### src/rtl/scsi_xwin_pkg.sv
package scsi_xwin_pkg;

  localparam int BYTE_W = 8;

  typedef enum logic [1:0] {
    FN_IDLE = 2'd0,
    FN_ACK  = 2'd1,
    FN_DMA  = 2'd2,
    FN_STAT = 2'd3
  } xw_fn_e;

  function automatic xw_fn_e fn_of(input logic [BYTE_W-1:0] b);
    return xw_fn_e'(b[2:1]);
  endfunction

  function automatic logic [BYTE_W-1:0] fn_clear(input logic [BYTE_W-1:0] b);
    return b & 8'hF9;
  endfunction

  function automatic logic [BYTE_W-1:0] status_byte(input logic eodma, input logic match);
    logic [BYTE_W-1:0] s;
    s = '0;
    s[4] = eodma;
    s[5] = match;
    return s;
  endfunction

endpackage

### src/rtl/xw_base_regs.sv
module xw_base_regs
  import scsi_xwin_pkg::*;
#(
  parameter int NUM_SLOTS = 8
) (
  input  logic                              clk,
  input  logic                              rst_n,
  input  logic                              ctrl_rst,
  input  logic [NUM_SLOTS-1:0]              wr_sel,
  input  logic [BYTE_W-1:0]                 wdata,
  output logic [NUM_SLOTS-1:0][BYTE_W-1:0]  slot_q
);

  for (genvar g = 0; g < NUM_SLOTS; g++) begin : g_slot
    always_ff @(posedge clk or negedge rst_n) begin
      if (!rst_n)            slot_q[g] <= '0;
      else if (ctrl_rst)     slot_q[g] <= '0;
      else if (wr_sel[g])    slot_q[g] <= wdata;
    end
  end

  assert_base_cleared_R11: assert property (@(posedge clk) disable iff (!rst_n)
    ctrl_rst |=> (slot_q == '0));

endmodule

### src/rtl/xw_mode_e.sv
module xw_mode_e
  import scsi_xwin_pkg::*;
(
  input  logic              clk,
  input  logic              rst_n,
  input  logic              ctrl_rst,
  input  logic              e_wr,
  input  logic              e_rd,
  input  logic [BYTE_W-1:0] wdata,
  input  logic              dma_mode,
  output logic [BYTE_W-1:0] mode_q,
  output logic              imr_irq_en,
  output logic              ack_clr,
  output logic              dma_start
);

  logic [BYTE_W-1:0] imr_q;
  xw_fn_e            cur_fn;
  xw_fn_e            new_fn;
  logic              mask_load;
  logic              store_wr;
  logic              rd_clear;
  logic              dma_fire;

  assign cur_fn    = fn_of(mode_q);
  assign new_fn    = fn_of(wdata);
  assign mask_load = e_wr && (cur_fn == FN_STAT);
  assign store_wr  = e_wr && (cur_fn != FN_STAT);
  assign rd_clear  = e_rd && !e_wr && (cur_fn != FN_STAT);
  assign ack_clr   = store_wr && (new_fn == FN_ACK);
  assign dma_fire  = store_wr && (new_fn == FN_DMA) && dma_mode;
  assign imr_irq_en = imr_q[5];

  always_ff @(posedge clk or negedge rst_n) begin
    if (!rst_n) begin
      mode_q    <= '0;
      imr_q     <= '0;
      dma_start <= 1'b0;
    end else if (ctrl_rst) begin
      mode_q    <= '0;
      dma_start <= 1'b0;
    end else begin
      dma_start <= dma_fire;
      if (mask_load) begin
        imr_q  <= wdata;
        mode_q <= fn_clear(mode_q);
      end else if (store_wr) begin
        mode_q <= wdata;
      end else if (rd_clear) begin
        mode_q <= fn_clear(mode_q);
      end
    end
  end

  assert_dma_single_R8: assert property (@(posedge clk) disable iff (!rst_n)
    dma_start |=> !dma_start);

  assert_imr_kept_R11: assert property (@(posedge clk) disable iff (!rst_n)
    ctrl_rst |=> (imr_q == $past(imr_q)));

  assert_read_clears_fn_R5: assert property (@(posedge clk) disable iff (!rst_n)
    (e_rd && !e_wr && !ctrl_rst && (mode_q[2:1] != 2'd3)) |=> (mode_q[2:1] == 2'd0));

  assert_mask_load_R6: assert property (@(posedge clk) disable iff (!rst_n)
    (e_wr && !ctrl_rst && (mode_q[2:1] == 2'd3)) |=> (imr_q == $past(wdata)));

endmodule

### src/rtl/xw_irq.sv
module xw_irq (
  input  logic clk,
  input  logic rst_n,
  input  logic ctrl_rst,
  input  logic irq_event,
  input  logic clr_ack,
  input  logic clr_read,
  input  logic glob_en,
  input  logic mask_en,
  output logic irq_out
);

  logic pend_q;
  logic clr_any;

  assign clr_any = clr_ack || clr_read;

  always_ff @(posedge clk or negedge rst_n) begin
    if (!rst_n)          pend_q <= 1'b0;
    else if (ctrl_rst)   pend_q <= 1'b0;
    else if (irq_event)  pend_q <= 1'b1;
    else if (clr_any)    pend_q <= 1'b0;
  end

  assign irq_out = pend_q && glob_en && mask_en;

  assert_clear_drops_irq_R7: assert property (@(posedge clk) disable iff (!rst_n)
    (clr_any && !irq_event && !ctrl_rst) |=> !irq_out);

  assert_event_wins_R9: assert property (@(posedge clk) disable iff (!rst_n)
    (irq_event && !ctrl_rst) |=> pend_q);

endmodule

### src/rtl/scsi_xwin_top.sv
module scsi_xwin_top
  import scsi_xwin_pkg::*;
#(
  parameter int ADDR_W    = 4,
  parameter int NUM_SLOTS = 8
) (
  input  logic              clk,
  input  logic              rst_n,
  input  logic              ctrl_rst,
  input  logic [ADDR_W-1:0] addr,
  input  logic [7:0]        wdata,
  input  logic              wr_en,
  input  logic              rd_en,
  output logic [7:0]        rdata,
  input  logic [2:0]        bus_phase,
  input  logic              eodma_flag,
  input  logic              dma_mode,
  input  logic              irq_event,
  input  logic              irq_glob_en,
  output logic              irq_out,
  output logic              dma_start
);

  localparam int SLOT_W     = $clog2(NUM_SLOTS);
  localparam int CMD_SLOT   = 1;
  localparam int STEER_BIT  = 6;
  localparam int PHASE_SLOT = 3;
  localparam int WIN_SLOT   = NUM_SLOTS - 1;

  logic [NUM_SLOTS-1:0][BYTE_W-1:0] slot_q;
  logic [NUM_SLOTS-1:0]             wr_sel;
  logic [SLOT_W-1:0]                sidx;
  logic                             in_range;
  logic                             steer;
  logic                             at_win;
  logic                             hit_win;
  logic                             e_wr;
  logic                             e_rd;
  logic                             plain_wr;
  logic                             norm_win_rd;
  logic [BYTE_W-1:0]                mode_q;
  logic                             imr_irq_en;
  logic                             ack_clr;
  logic                             phase_match;

  assign in_range    = (addr < ADDR_W'(NUM_SLOTS));
  assign sidx        = addr[SLOT_W-1:0];
  assign steer       = slot_q[CMD_SLOT][STEER_BIT];
  assign at_win      = in_range && (sidx == SLOT_W'(WIN_SLOT));
  assign hit_win     = at_win && steer;
  assign e_wr        = wr_en && hit_win && !ctrl_rst;
  assign e_rd        = rd_en && hit_win && !ctrl_rst;
  assign plain_wr    = wr_en && in_range && !hit_win && !ctrl_rst;
  assign norm_win_rd = rd_en && at_win && !steer && !ctrl_rst;
  assign phase_match = (bus_phase == slot_q[PHASE_SLOT][2:0]);

  always_comb begin
    wr_sel = '0;
    if (plain_wr) wr_sel[sidx] = 1'b1;
  end

  xw_base_regs #(.NUM_SLOTS(NUM_SLOTS)) u_base (
    .clk      (clk),
    .rst_n    (rst_n),
    .ctrl_rst (ctrl_rst),
    .wr_sel   (wr_sel),
    .wdata    (wdata),
    .slot_q   (slot_q)
  );

  xw_mode_e u_mode (
    .clk        (clk),
    .rst_n      (rst_n),
    .ctrl_rst   (ctrl_rst),
    .e_wr       (e_wr),
    .e_rd       (e_rd),
    .wdata      (wdata),
    .dma_mode   (dma_mode),
    .mode_q     (mode_q),
    .imr_irq_en (imr_irq_en),
    .ack_clr    (ack_clr),
    .dma_start  (dma_start)
  );

  xw_irq u_irq (
    .clk       (clk),
    .rst_n     (rst_n),
    .ctrl_rst  (ctrl_rst),
    .irq_event (irq_event),
    .clr_ack   (ack_clr),
    .clr_read  (norm_win_rd),
    .glob_en   (irq_glob_en),
    .mask_en   (imr_irq_en),
    .irq_out   (irq_out)
  );

  always_comb begin
    rdata = '0;
    if (rd_en && in_range) begin
      if (hit_win) begin
        if (fn_of(mode_q) == FN_STAT) rdata = status_byte(eodma_flag, phase_match);
        else                          rdata = mode_q;
      end else begin
        rdata = slot_q[sidx];
      end
    end
  end

  assert_oor_write_ignored_R12: assert property (@(posedge clk) disable iff (!rst_n)
    (wr_en && !in_range && !ctrl_rst) |=> $stable(slot_q));

  assert_win_slot_kept_R3: assert property (@(posedge clk) disable iff (!rst_n)
    (e_wr || e_rd) |=> (slot_q[WIN_SLOT] == $past(slot_q[WIN_SLOT])));

endmodule

### config.mk
export PLATFORM = sky130hd
export DESIGN_NAME = scsi_xwin_top
export DESIGN_NICKNAME = d
export VERILOG_FILES = /design/src/rtl/scsi_xwin_pkg.sv /design/src/rtl/xw_base_regs.sv /design/src/rtl/xw_mode_e.sv /design/src/rtl/xw_irq.sv /design/src/rtl/scsi_xwin_top.sv
export SDC_FILE = /design/constraint.sdc
export NUM_CORES = 1
export LEC_CHECK = 0
export ABC_AREA = 1
export BUFFER_PORTS_ARGS = -buffer_cell sky130_fd_sc_hd__buf_2
export CAP_MARGIN = 20
export CORE_UTILIZATION = 35
export CTS_BUF_LIST = sky130_fd_sc_hd__clkbuf_2
export DETAILED_ROUTE_END_ITERATION = 10
export SLEW_MARGIN = 20
export SYNTH_ARGS = -nofsm -noshare
export SYNTH_HDL_FRONTEND = slang
export SYNTH_SLANG_ARGS = --single-unit
### constraint.sdc
create_clock -name clk -period 1.24 [get_ports clk]
set_input_delay 0.186 -clock clk [delete_from_list [all_inputs] [get_ports clk]]
set_output_delay 0.186 -clock clk [all_outputs]
set_load 0.05 [all_outputs]
Word-level counts from Yosys, hierarchy flattened
Index checks and enable logic that the tools add are counted.
W data, S select, Z words.
Word-level totals
  register bits: 80
  bits of input ports: 24
  output and inout bits: 10
Operators by class
  magnitude comparators: 3
  eq/ne operators: 7
  mux-type cells: 32
  bitwise gates (word level): 1
  reductions and logical operators: 41
Operators with widths (number)
  $mux W8: 24
  $bmux W8 S3: 1
  $logic_and A1 B1 Y1: 23
  $reduce_bool A2 Y1: 9
  $mux W1: 5
  $eq A2 B2 Y1 const B: 2
  $logic_not A1 Y1: 4
  $lt A3 B4 Y1 const B: 1
  $lt A4 B4 Y1 const B: 1
  $ne A2 B2 Y1 const B: 2
  $reduce_and A2 Y1: 2
  $reduce_bool A4 Y1: 1
  $demux W1 S3: 1
  $eq A3 B3 Y1: 1
  $eq A3 B3 Y1 const B: 1
  $ge A3 B1 Y1 const B: 1
  $mux W3: 1
  $reduce_bool A3 Y1: 1
  $eq A2 B1 Y1 const B: 1
  $logic_or A1 B1 Y1: 1
  $not A1 Y1: 1

Logic depth before layout (Yosys ltp)
Gate-level depths: netlist of run 1.
  word-level depth: 12
  mapped depth: 10
  mapped depth without buffers: 9

Hierarchy
A second synthesis of run 1 with hierarchy kept.
Unflattened totals
  cell total of the unflattened synthesis: 572
  area total of the unflattened synthesis: 4204.0 um^2
Modules (own cells, without submodules)
  xw_base_regs: instances 1, cells each 288, area each 2680.1 um^2, sequential area each 1601.5 um^2
  scsi_xwin_top: instances 1, cells each 225, area each 1001.0 um^2, sequential area each 0.0 um^2
  xw_mode_e: instances 1, cells each 51, area each 465.4 um^2, sequential area each 250.2 um^2
  xw_irq: instances 1, cells each 8, area each 57.6 um^2, sequential area each 25.0 um^2

Worst setup path after synthesis of run 1
OpenSTA, ideal clock, no wires.
  kind: input port to output port
  start: input addr[0]
  end: output rdata[3]
  arrival: 1.737 ns
  required time: 1.054 ns
  setup slack: -0.683 ns
  cell stages on the path: 10
  buffers on the path: 3
  cell sequence: buf_4 > buf_4 > buf_2 > nand2_1 > o21ai_0 > nand2_1 > nand2_1 > nand2_1 > nand2_1 > a21oi_1
On the way
  word-level cells in the longest chain between the ends: 5
  elaborated cells between the ends (all ways): 9
  classes of those cells: order compare (1); eq/ne (1); mux (4); reduce/logical (3)
RTL lines
  start, declared: RTL line scsi_xwin_top.sv:10  | input logic [ADDR_W-1:0] addr,
  $lt A4 B4 Y1 or $eq A3 B3 Y1 (tied branches): RTL line scsi_xwin_top.sv:46, scsi_xwin_top.sv:49
  $logic_and A1 B1 Y1: RTL line scsi_xwin_top.sv:49  | assign at_win = in_range && (sidx == SLOT_W'(WIN_SLOT));
  $logic_and A1 B1 Y1: RTL line scsi_xwin_top.sv:50  | assign hit_win = at_win && steer;
  $mux W8: RTL line scsi_xwin_top.sv:100  | if (hit_win) begin
  $mux W8 (*): RTL line scsi_xwin_top.sv:99  | if (rd_en && in_range) begin
  end, declared: RTL line scsi_xwin_top.sv:14  | output logic [7:0] rdata,
Mark *: on every way between the ends. The rest lies on a longest branch, timed or not. The select of a mux whose other input is x is not followed.

Worst setup path in the final report of run 1
  start: register u_mode.mode_q[1]
  end: output rdata[5]
On the way
  word-level cells in the longest chain between the ends: 4
RTL lines
  start, declared: RTL line xw_mode_e.sv:11  | output logic [BYTE_W-1:0] mode_q,
  start signal, assigned: RTL line xw_mode_e.sv:46  | mode_q <= fn_clear(mode_q);
  start signal, assigned: RTL line xw_mode_e.sv:48  | mode_q <= wdata;
  start signal, assigned: RTL line xw_mode_e.sv:50  | mode_q <= fn_clear(mode_q);
  $eq A2 B2 Y1: RTL line scsi_xwin_top.sv:101  | if (fn_of(mode_q) == FN_STAT) rdata = status_byte(eodma_flag, phase_match);
  $mux W8: RTL line scsi_xwin_top.sv:101
  $mux W8: RTL line scsi_xwin_top.sv:100
  $mux W8: RTL line scsi_xwin_top.sv:99
No other way between the ends.

==> results.cfg, run 1 <==
[yosys]
synthTopCellsByCount = nand2_1, dfrtp_1, o21ai_0
yosys-top-cells-area = dfrtp_1, nand2_1, o21ai_0
synth.most_common_cell = nand2_1
synth_area_um2 = 4140
async_reset_ff_share_pct = 100
synth_flop_cell = dfrtp_1
syn_nets = 560
yosysSeqAreaShare_pct = 45.4
synthDominantAreaCellType = dfrtp_1
syn_avg_cell_area_um2 = 7.72
synthCells = 536
synth-edff-count = 0
ys_seq_elements = 75
synth_top_area_share_pct = 45.4
synth_warnings = 0
synth_cell_type_count = 29

[sta]
maxSlewViolCount = 0
fmax_mhz = 499
worst-slew-pin-transition_ns = 0.374
slew-limit-headroom_pct = 74.9
finalWorstSetupSlack_ns = -0.763
fin_skew_ns = 0.0449
setup_viol = 80
period_needed_ns = 2.00
fin_crit_sh_pct = 162
rsz0062_at_grt = yes
hold_viol = 0

[power]
switching_share_pct = 33.5
leakagePower_uw = 0.00302
peakVddDrop_v = 0.000532
switchingPower_uw = 1960
power_density_nw_per_um2 = 937
comb_power_share_pct = 25.1
intPower_uw = 3880
p_seq_share_pct = 45.9
clockPowerShare_pct = 29.0

[clock_tree]
clock_latency_ns = 0.57
clk_pin_slew_ns = 0.24
htree_levels = 3
cts_made_buffers = 9
cts_buffer_depth = 2
cts.sinks = 75
cts_tree = built
cts-root-buf = clkbuf_2

[setup_path]
critPathLaunchType = flop
slowest_stage = dfrtp_1
crit_chain = nand2_2 -> buf_4 -> a21oi_2 -> nand2_1 -> nand2_2 -> a21oi_4 -> buf_6
cp.required_ns = 1.05
crit_buf_inv = 2
critical_path.top_delay_family = flip-flops
timing.setup.critical_path_class = flop to output port
crit_fanout = 4
cp_common_cell = nand2_2
max_stage_delay_ns = 0.45
reg2reg_from = u_base.slot_q[14]
endpoint_kind = output port
cp.arrival_ns = 1.82
startpoint = u_mode.mode_q[1]

[die]
fp.dieArea_um2 = 12300
dieHeight_um = 111
die_w_um = 111
io_pins = 34
initial_core_util_pct = 36.1
num_rows = 39
design.core.area_um2 = 11500

[placement]
gp_congestion = 0.885
dpl.hpwl_um = 8410
placed_cell_area_um2 = 5120
pre_cts_slack_ns = -0.410
port_buffers = 33

[detailed_routing]
vias = 4133
ant_nets = 0
routed_wl_um = 13600
m1WireLength_um = 5860
dr.pass1.iters = 5
drtIter0Drc = 262
drc = 0
wl_met2_um = 6710
vias_per_cell = 5.07
wl_met3_um = 599
detail_route.wl_per_cell_um = 16.7
topRoutingLayerUsed = met4

[global_route]
grt-ovfl-total = 0
grt_pass1_vias = 4175
grt_pass1_wl_um = 21500
antenna_found_initial = 0
grt_max_degree = 52
track_usage_pct = 22.4

[cells_and_area]
area_growth_pct = 50.5
stdcell_area_um2 = 6230
layout.nets = 690
num-fill-cells = 1027
drive_gt1_share_pct = 45.9
finish.utilization_pct = 54.3

[flow_run]
max_cap_viol_count = 0

[hold_path]
hold_path.startpoint = ctrl_rst
hold_path_class = input pin to flop

[status]
violations = setup timing
status = finished, violations left
metal layers:
metal / track usage, % / vias to the layer above
li1: - / 1973
met1: 29.4 / 2002
met2: 36.4 / 129
met3: 2.73 / 29
met4: 11.7 / 0
met5: 0 / -
repair_timing:
| item | in CTS | in global routing |
|---|---|---|
| endpoints found under the hold margin | 87 | 0 |
| resized for setup | 74 | 132 |
| gates cloned | 6 | 2 |
| pin swaps | 6 | 31 |
| endpoints found under the setup margin | 81 | 84 |
| setup buffers | 4 | 7 |
| hold buffers | 13 | 0 |
final timing paths:
| kind | slack [ns] | cells past startpoint | to |
|---|---|---|---|
| min in group asynchronous | 0.11 | 3 | u_mode.mode_q[0] |
| max in group asynchronous | 0.51 | 3 | u_mode.imr_q[5] |
| hold reg to reg | 0.51 | 2 | u_base.slot_q[34] |
| hold / removal | 0.06 | 5 | u_irq.pend_q |
| setup reg to reg | -0.45 | 11 | u_base.slot_q[18] |
| setup / recovery | -0.76 | 7 | rdata[5] |
stage by stage:
| step | cells | hold slack [ns] | TNS, ns | total power (µW) |
|---|---|---|---|---|
| after CTS | 805 | 0.0200 | -22.76 | 5680 |
| after floorplan | 536 | -0.110 | -1.36 | 3400 |
| after global placement | 766 | 0.000290 | -20.51 | 3860 |
| final | 815 | 0.0575 | -30.43 | 5840 |
| after global routing | 814 | 0.0750 | -33.96 | 6090 |
| after detailed placement | 766 | 0.00131 | -22.56 | 3880 |
power by group through the flow:
stage	Sequential [µW]	Clock, µW	Combinational, µW
final	2680	1690	1460
after CTS	2670	1700	1310
after global placement	2710	0	1150
after floorplan	2690	0	704
after global routing	2700	1810	1590
after detailed placement	2710	0	1170
final cells by class:
type / count / area, µm² / share of cell area, %
clock buffers: 9 / 45.0 / 0.723
flip-flops and latches: 75 / 1880 / 30.1
inverters: 61 / 279 / 4.48
diodes: 1 / 2.50 / 0.0402
multi-input cells: 378 / 2380 / 38.2
repair buffers: 138 / 1340 / 21.5
repair inverters: 3 / 31.3 / 0.502
clock inverters: 7 / 97.6 / 1.57
well taps: 143 / 179 / 2.87
logic make-up after synthesis:
logic type / after synthesis / synth area share, %
DFF: 75 / 45.4
AOI/OAI and AO/OA: 112 / 15.8
buffers and inverters: 84 / 10.1
xor gates and xnor gates: 3 / 0.635
and+or+nand+nor: 262 / 28.1
placed cells by master (no fill, tap or decap), types with 3 or more instances in the layout:
cell             n
nand2_1        137
dfrtp_1         75
buf_4           60
nand2_2         54
o21ai_1         45
inv_1           44
o21ai_2         39
buf_6           26
buf_2           22
nor2_1          18
nand2_4         16
o21ai_0         13
dlygate4sd3_1   13
inv_2           11
buf_12          11
nand3_2          9
clkbuf_2         9
nand3_4          8
nand3_1          8
a21oi_4          8
inv_8            5
nor3_1           5
o22ai_2          5
inv_6            4
xor2_1           3
registers in the layout (all words and copies together) (netlist names):
register          count
u_base.slot_q        64
u_mode.mode_q         8
u_mode.dma_start      1
u_mode.imr_q          1
u_irq.pend_q          1
worst register-to-register path: stages (launching register included):
cell and delay (ns):
dfrtp_1 0.46, nand2_4 0.10, nor2_8 0.17, inv_8 0.07, buf_6 0.12, buf_6 0.12, buf_8 0.14, nand3_2 0.08
nand2_4 0.11, buf_6 0.15, nand2_1 0.05, nand2_1 0.05
Note: power is estimated with default switching activity, not from simulation.
==> run 2: changes to the inputs <==
==> constraint.sdc (replaced) <==
create_clock -name clk -period 1.24 [get_ports clk]
set_input_delay 0.062 -clock clk [delete_from_list [all_inputs] [get_ports clk]]
set_output_delay 0.062 -clock clk [all_outputs]
set_load 0.05 [all_outputs]
==> results.cfg, run 2 (same netlist as run 1, synthesis figures left out) <==
[status]
status = finished, violations left
violations = setup timing

[setup_path]
endpoint_kind = output port
cp.arrival_ns = 1.87
cp.required_ns = 1.18
critPathLaunchType = flop
crit_fanout = 7
slowest_stage = dfrtp_1
timing.setup.critical_path_class = flop to output port
r2r_cells = 11
r2r_setup_slack_ns = -0.42
timing.rr.end = u_base.slot_q[29]
max_stage_delay_ns = 0.42
crit_chain = nand2_2 -> buf_6 -> nor2_2 -> nand2_1 -> nand2_1 -> nand2_2 -> a21oi_4 -> buf_6
reg2reg_from = u_base.slot_q[14]

[detailed_routing]
dr.pass1.iters = 5
drtIter0Drc = 345
detail_route.wl_per_cell_um = 17.3
vias = 4140
drc = 0
ant_nets = 0
vias_per_cell = 5.16
routed_wl_um = 13900

[global_route]
grt-ovfl-total = 0
grt_use_met2_pct = 37.1
grt_pass1_vias = 4331
grtUsageMet3_pct = 4.26
track_usage_pct = 23.0
grt_max_degree = 43
antenna_found_initial = 0
grt-busiest-layer = met2
use_met1_pct = 30.1
grt_pass1_wl_um = 22000

[cells_and_area]
reg_top3 = u_base.slot_q (64), u_mode.mode_q (8)
top_register = u_base.slot_q
area_growth_pct = 51.0
register_area_um2 = 1880
layout.nets = 678
largest_reg_flops = 64
num-fill-cells = 979
final_cell_mix = nand2_1, dfrtp_1, inv_1
multi_input_area_um2 = 2550
final_common_cell = nand2_1
antenna_cells = 0
drive_gt1_share_pct = 45.1

[hold_path]
min_to = u_base.slot_q[62]
hold_path_class = input pin to flop
hold_path.startpoint = addr[3]
min_path_cells = 6

[power]
leakagePower_uw = 0.00306
power_density_nw_per_um2 = 908
peakVddDrop_v = 0.000600
finalPower_uw = 5670

[die]
die_w_um = 111
fp.dieArea_um2 = 12300
io_pins = 34
initial_core_util_pct = 36.1
design.core.area_um2 = 11500
dieHeight_um = 111
num_rows = 39

[clock_tree]
clock_latency_ns = 0.55
clk_pin_slew_ns = 0.21
htree_levels = 3
cts_tree = built
cts-root-buf = clkbuf_2
cts_buffer_depth = 2
cts_made_buffers = 9
cts.sinks = 75

[flow_run]
max_cap_viol_count = 0

[placement]
gp_congestion = 0.826
port_buffers = 33
dpl.hpwl_um = 8060

[sta]
fin_skew_ns = 0.0158
fin_crit_sh_pct = 155
slew-limit-headroom_pct = 74.7
period_needed_ns = 1.93
worst-slew-pin-transition_ns = 0.379
finalWorstSetupSlack_ns = -0.687
tns_ns = -23.52
hold_viol = 0
maxSlewViolCount = 0
fmax_mhz = 519
setup_viol = 76
rsz0062_at_grt = yes
## run 2: worst max-delay path by stage
stage                      start           end  slack (ns)  depth (start not counted)
2_1_floorplan  u_base.slot_q[14]      rdata[5]       -0.08                          8
3_3_place_gp   u_base.slot_q[14]  u_irq.pend_q       -0.16                          8
3_5_place_dp    u_mode.mode_q[1]      rdata[4]       -0.19                          6
4_1_cts        u_base.slot_q[26]      rdata[5]       -0.69                          7
5_1_grt         u_mode.mode_q[2]      rdata[5]       -0.80                          8
6_report        u_mode.mode_q[1]      rdata[5]       -0.69                          8
## run 2: final cells by class
| class | count | share of cell area (%) |
|---|---|---|
| Multi-Input combinational cell | 379 | 40.8 |
| Sequential cell | 75 | 30.1 |
| Timing Repair Buffer | 125 | 19.0 |
| Inverter | 61 | 4.55 |
| Tap cell | 143 | 2.86 |
| Clock inverter | 6 | 1.28 |
| Clock buffer | 10 | 0.801 |
| Timing Repair inverter | 3 | 0.701 |
## run 2: metal layers
metal,up-vias,wire [µm]
li1,1950,-
met2,136,6810
met5,-,0
met3,44,633
met4,0,474
met1,2010,5940
## run 2: power by group
group	internal [µW]	total [µW]	switching, µW	leakage [µW]
Combinational	560	1430	870	0.00200
Clock	658	1550	893	0.0000770
Sequential	2600	2690	94.3	0.000986
Total	3820	5670	1860	0.00306
## run 2: through the flow
stage | setup WS [ns] | cell area (µm²) | hold WS, ns | utilization, % | instances
4_1_cts | -0.690 | 5920 | 0.0644 | 51.7 | 796
6_report | -0.687 | 6250 | 0.0541 | 54.5 | 802
3_5_place_dp | -0.191 | 4910 | 0.00856 | 42.8 | 743
5_1_grt | -0.800 | 6250 | 0.0329 | 54.5 | 802
2_1_floorplan | -0.0834 | 4270 | -0.234 | - | 536
3_3_place_gp | -0.160 | 4910 | 0.00287 | 42.8 | 743
## run 2: worst max-delay path: cells and delay by family, from the launching register on
family          cells  cell delay (ns)
compound gates      1             0.15
flops               1             0.42
buf+inv             2             0.35
simple gates        5             0.38
## run 2: timing repair
item                                    in CTS  in global routing
gates resized for setup                    158                 80
buffers inserted                            12                 13
pin swaps                                   16                 14
endpoints found under the setup margin      72                 84
hold endpoints to repair                   105                  0
hold buffers                                18                  0
gates cloned                                 7                  1
==> run 3: changes to the inputs <==
Settings changed: CORE_ASPECT_RATIO set to 0.8, RECOVER_POWER set to 50.
==> results.cfg, run 3 (same netlist as run 1, synthesis figures left out) <==
[status]
status = finished, violations left
violations = setup timing

[setup_path]
critical_path.top_delay_family = flip-flops
crit_chain = xor2_1 -> nor2_2 -> nand2_1 -> nand2_1 -> nand2_2 -> a21oi_4 -> buf_6
endpoint_kind = output port
cp.arrival_ns = 1.89
crit_buf_inv = 1
slowest_stage = dfrtp_1
max_stage_delay_ns = 0.50
cp.required_ns = 1.18
cp_common_cell = nand2_1
timing.setup.critical_path_class = flop to output port
crit_fanout = 3
critPathLaunchType = flop

[clock_tree]
cts-root-buf = clkbuf_2
cts_tree = built
cts_buffer_depth = 2
cts.sinks = 75
cts_made_buffers = 9
htree_levels = 3
clk_pin_slew_ns = 0.23
clock_latency_ns = 0.56

[sta]
rsz0062_at_grt = yes
fmax_mhz = 511
fin_crit_sh_pct = 158
setup_viol = 77
worst-slew-pin-transition_ns = 0.474
fin_skew_ns = 0.0302
maxSlewViolCount = 0
hold_viol = 0
finalWorstSetupSlack_ns = -0.717
period_needed_ns = 1.96
slew-limit-headroom_pct = 68.4

[placement]
port_buffers = 33
gp_congestion = 0.898
placed_cell_area_um2 = 4950
dpl.hpwl_um = 8390

[die]
design.core.area_um2 = 11500
io_pins = 34
num_rows = 35
fp.dieArea_um2 = 12300
dieHeight_um = 99.3
initial_core_util_pct = 35.9
die_w_um = 124

[detailed_routing]
vias = 3981
dr.pass1.iters = 5
detail_route.wl_per_cell_um = 16.9
drc = 0
routed_wl_um = 13500
ant_nets = 0
drtIter0Drc = 249
vias_per_cell = 4.97

[cells_and_area]
reg_top3 = u_base.slot_q (64), u_mode.mode_q (8)
final_common_cell = nand2_1
area_growth_pct = 51.9
largest_reg_flops = 64
antenna_cells = 0
stdcell_area_um2 = 6290
layout.nets = 672
top_register = u_base.slot_q
final_cell_mix = nand2_1, dfrtp_1, inv_1
drive_gt1_share_pct = 44.3

[power]
intPower_uw = 3820
switchingPower_uw = 1900
comb_power_share_pct = 25.0
power_density_nw_per_um2 = 909
finalPower_uw = 5720
peakVddDrop_v = 0.000632
switching_share_pct = 33.3
clockPowerShare_pct = 27.7
leakagePower_uw = 0.00310
p_seq_share_pct = 47.3

[global_route]
track_usage_pct = 21.7
grt_max_degree = 51
grt_pass1_vias = 3774
grt-ovfl-total = 0
antenna_found_initial = 0
grt_pass1_wl_um = 19700

[flow_run]
max_cap_viol_count = 0

[hold_path]
hold_path_class = input pin to flop
[run 3: cell types whose count changed in the layout (fill, tap and decap cells not counted), moves of 5 or more]
cell | before | now
buf_4 | 47 | 35
nand2_2 | 39 | 27
nand2_4 | 32 | 39
clkinv_8 | 3 | 8
nand2_1 | 134 | 139
nand3_2 | 7 | 12
[run 3: worst paths after layout]
| kind | slack [ns] | depth (start not counted) | from | to |
|---|---|---|---|---|
| min in group asynchronous | 0.48 | 3 | rst_n | u_irq.pend_q |
| min reg2reg | 0.52 | 2 | u_base.slot_q[34] | u_base.slot_q[34] |
| max | -0.72 | 7 | u_base.slot_q[24] | rdata[5] |
| max in group asynchronous | 0.12 | 4 | rst_n | u_base.slot_q[36] |
| min | 0.14 | 6 | rd_en | u_irq.pend_q |
| max reg2reg | -0.37 | 9 | u_base.slot_q[14] | u_irq.pend_q |
[run 3: what timing repair did]
action | 4_1_cts | 5_1_grt
hold buffers | 20 | 0
setup endpoints to repair | 71 | 84
hold endpoints to repair | 122 | 0
gates cloned | 5 | 2
resized for setup | 57 | 187
setup buffers | 2 | 7
pin swaps | 3 | 26
[run 3: power by group through the flow]
stage / Clock, µW / Combinational [µW] / Sequential, µW
after floorplan: 0 / 690 / 2690
after global placement: 0 / 1080 / 2710
after detailed placement: 0 / 1090 / 2710
after CTS: 1610 / 1220 / 2670
after global routing: 1710 / 1550 / 2720
final: 1580 / 1430 / 2700
[run 3: area by class of cell]
cell class / count / area [µm²]
fill: 998 / 5230
multi-input combinational: 379 / 2590
sequential: 75 / 1880
timing repair buffer: 119 / 1150
inverter: 61 / 294
tap: 148 / 185
clock inverter: 7 / 92.6
timing repair inverter: 3 / 48.8
clock buffer: 9 / 45.0
[run 3: metal layers]
metal  global-route usage, %  vias up  wire [µm]
met4                    5.47        0        155
met2                    30.8       97       6140
met3                    5.22       15        635
li1                        -     1931          -
met1                    32.7     1938       6590
met5                       0        -          0
[run 3: metrics by stage]
step	TNS (ns)	hold slack [ns]	util, %	std cells	setup slack [ns]
2_1_floorplan	-0.165	-0.234	-	536	-0.0834
3_3_place_gp	-3.09	-0.0932	43.0	750	-0.184
3_5_place_dp	-4.08	-0.0914	43.0	750	-0.155
4_1_cts	-11.87	0.0587	47.9	793	-0.703
5_1_grt	-26.95	0.156	54.6	801	-0.801
6_report	-21.27	0.143	54.6	801	-0.717
[run 3: worst reg2reg max path, delay by kind of cell (launching register included)]
kind | cells | cell delay (ns)
DFF | 1 | 0.45
buffers and inverters | 2 | 0.20
and+or+nand+nor | 6 | 0.72
AOI/OAI and AO/OA | 1 | 0.15
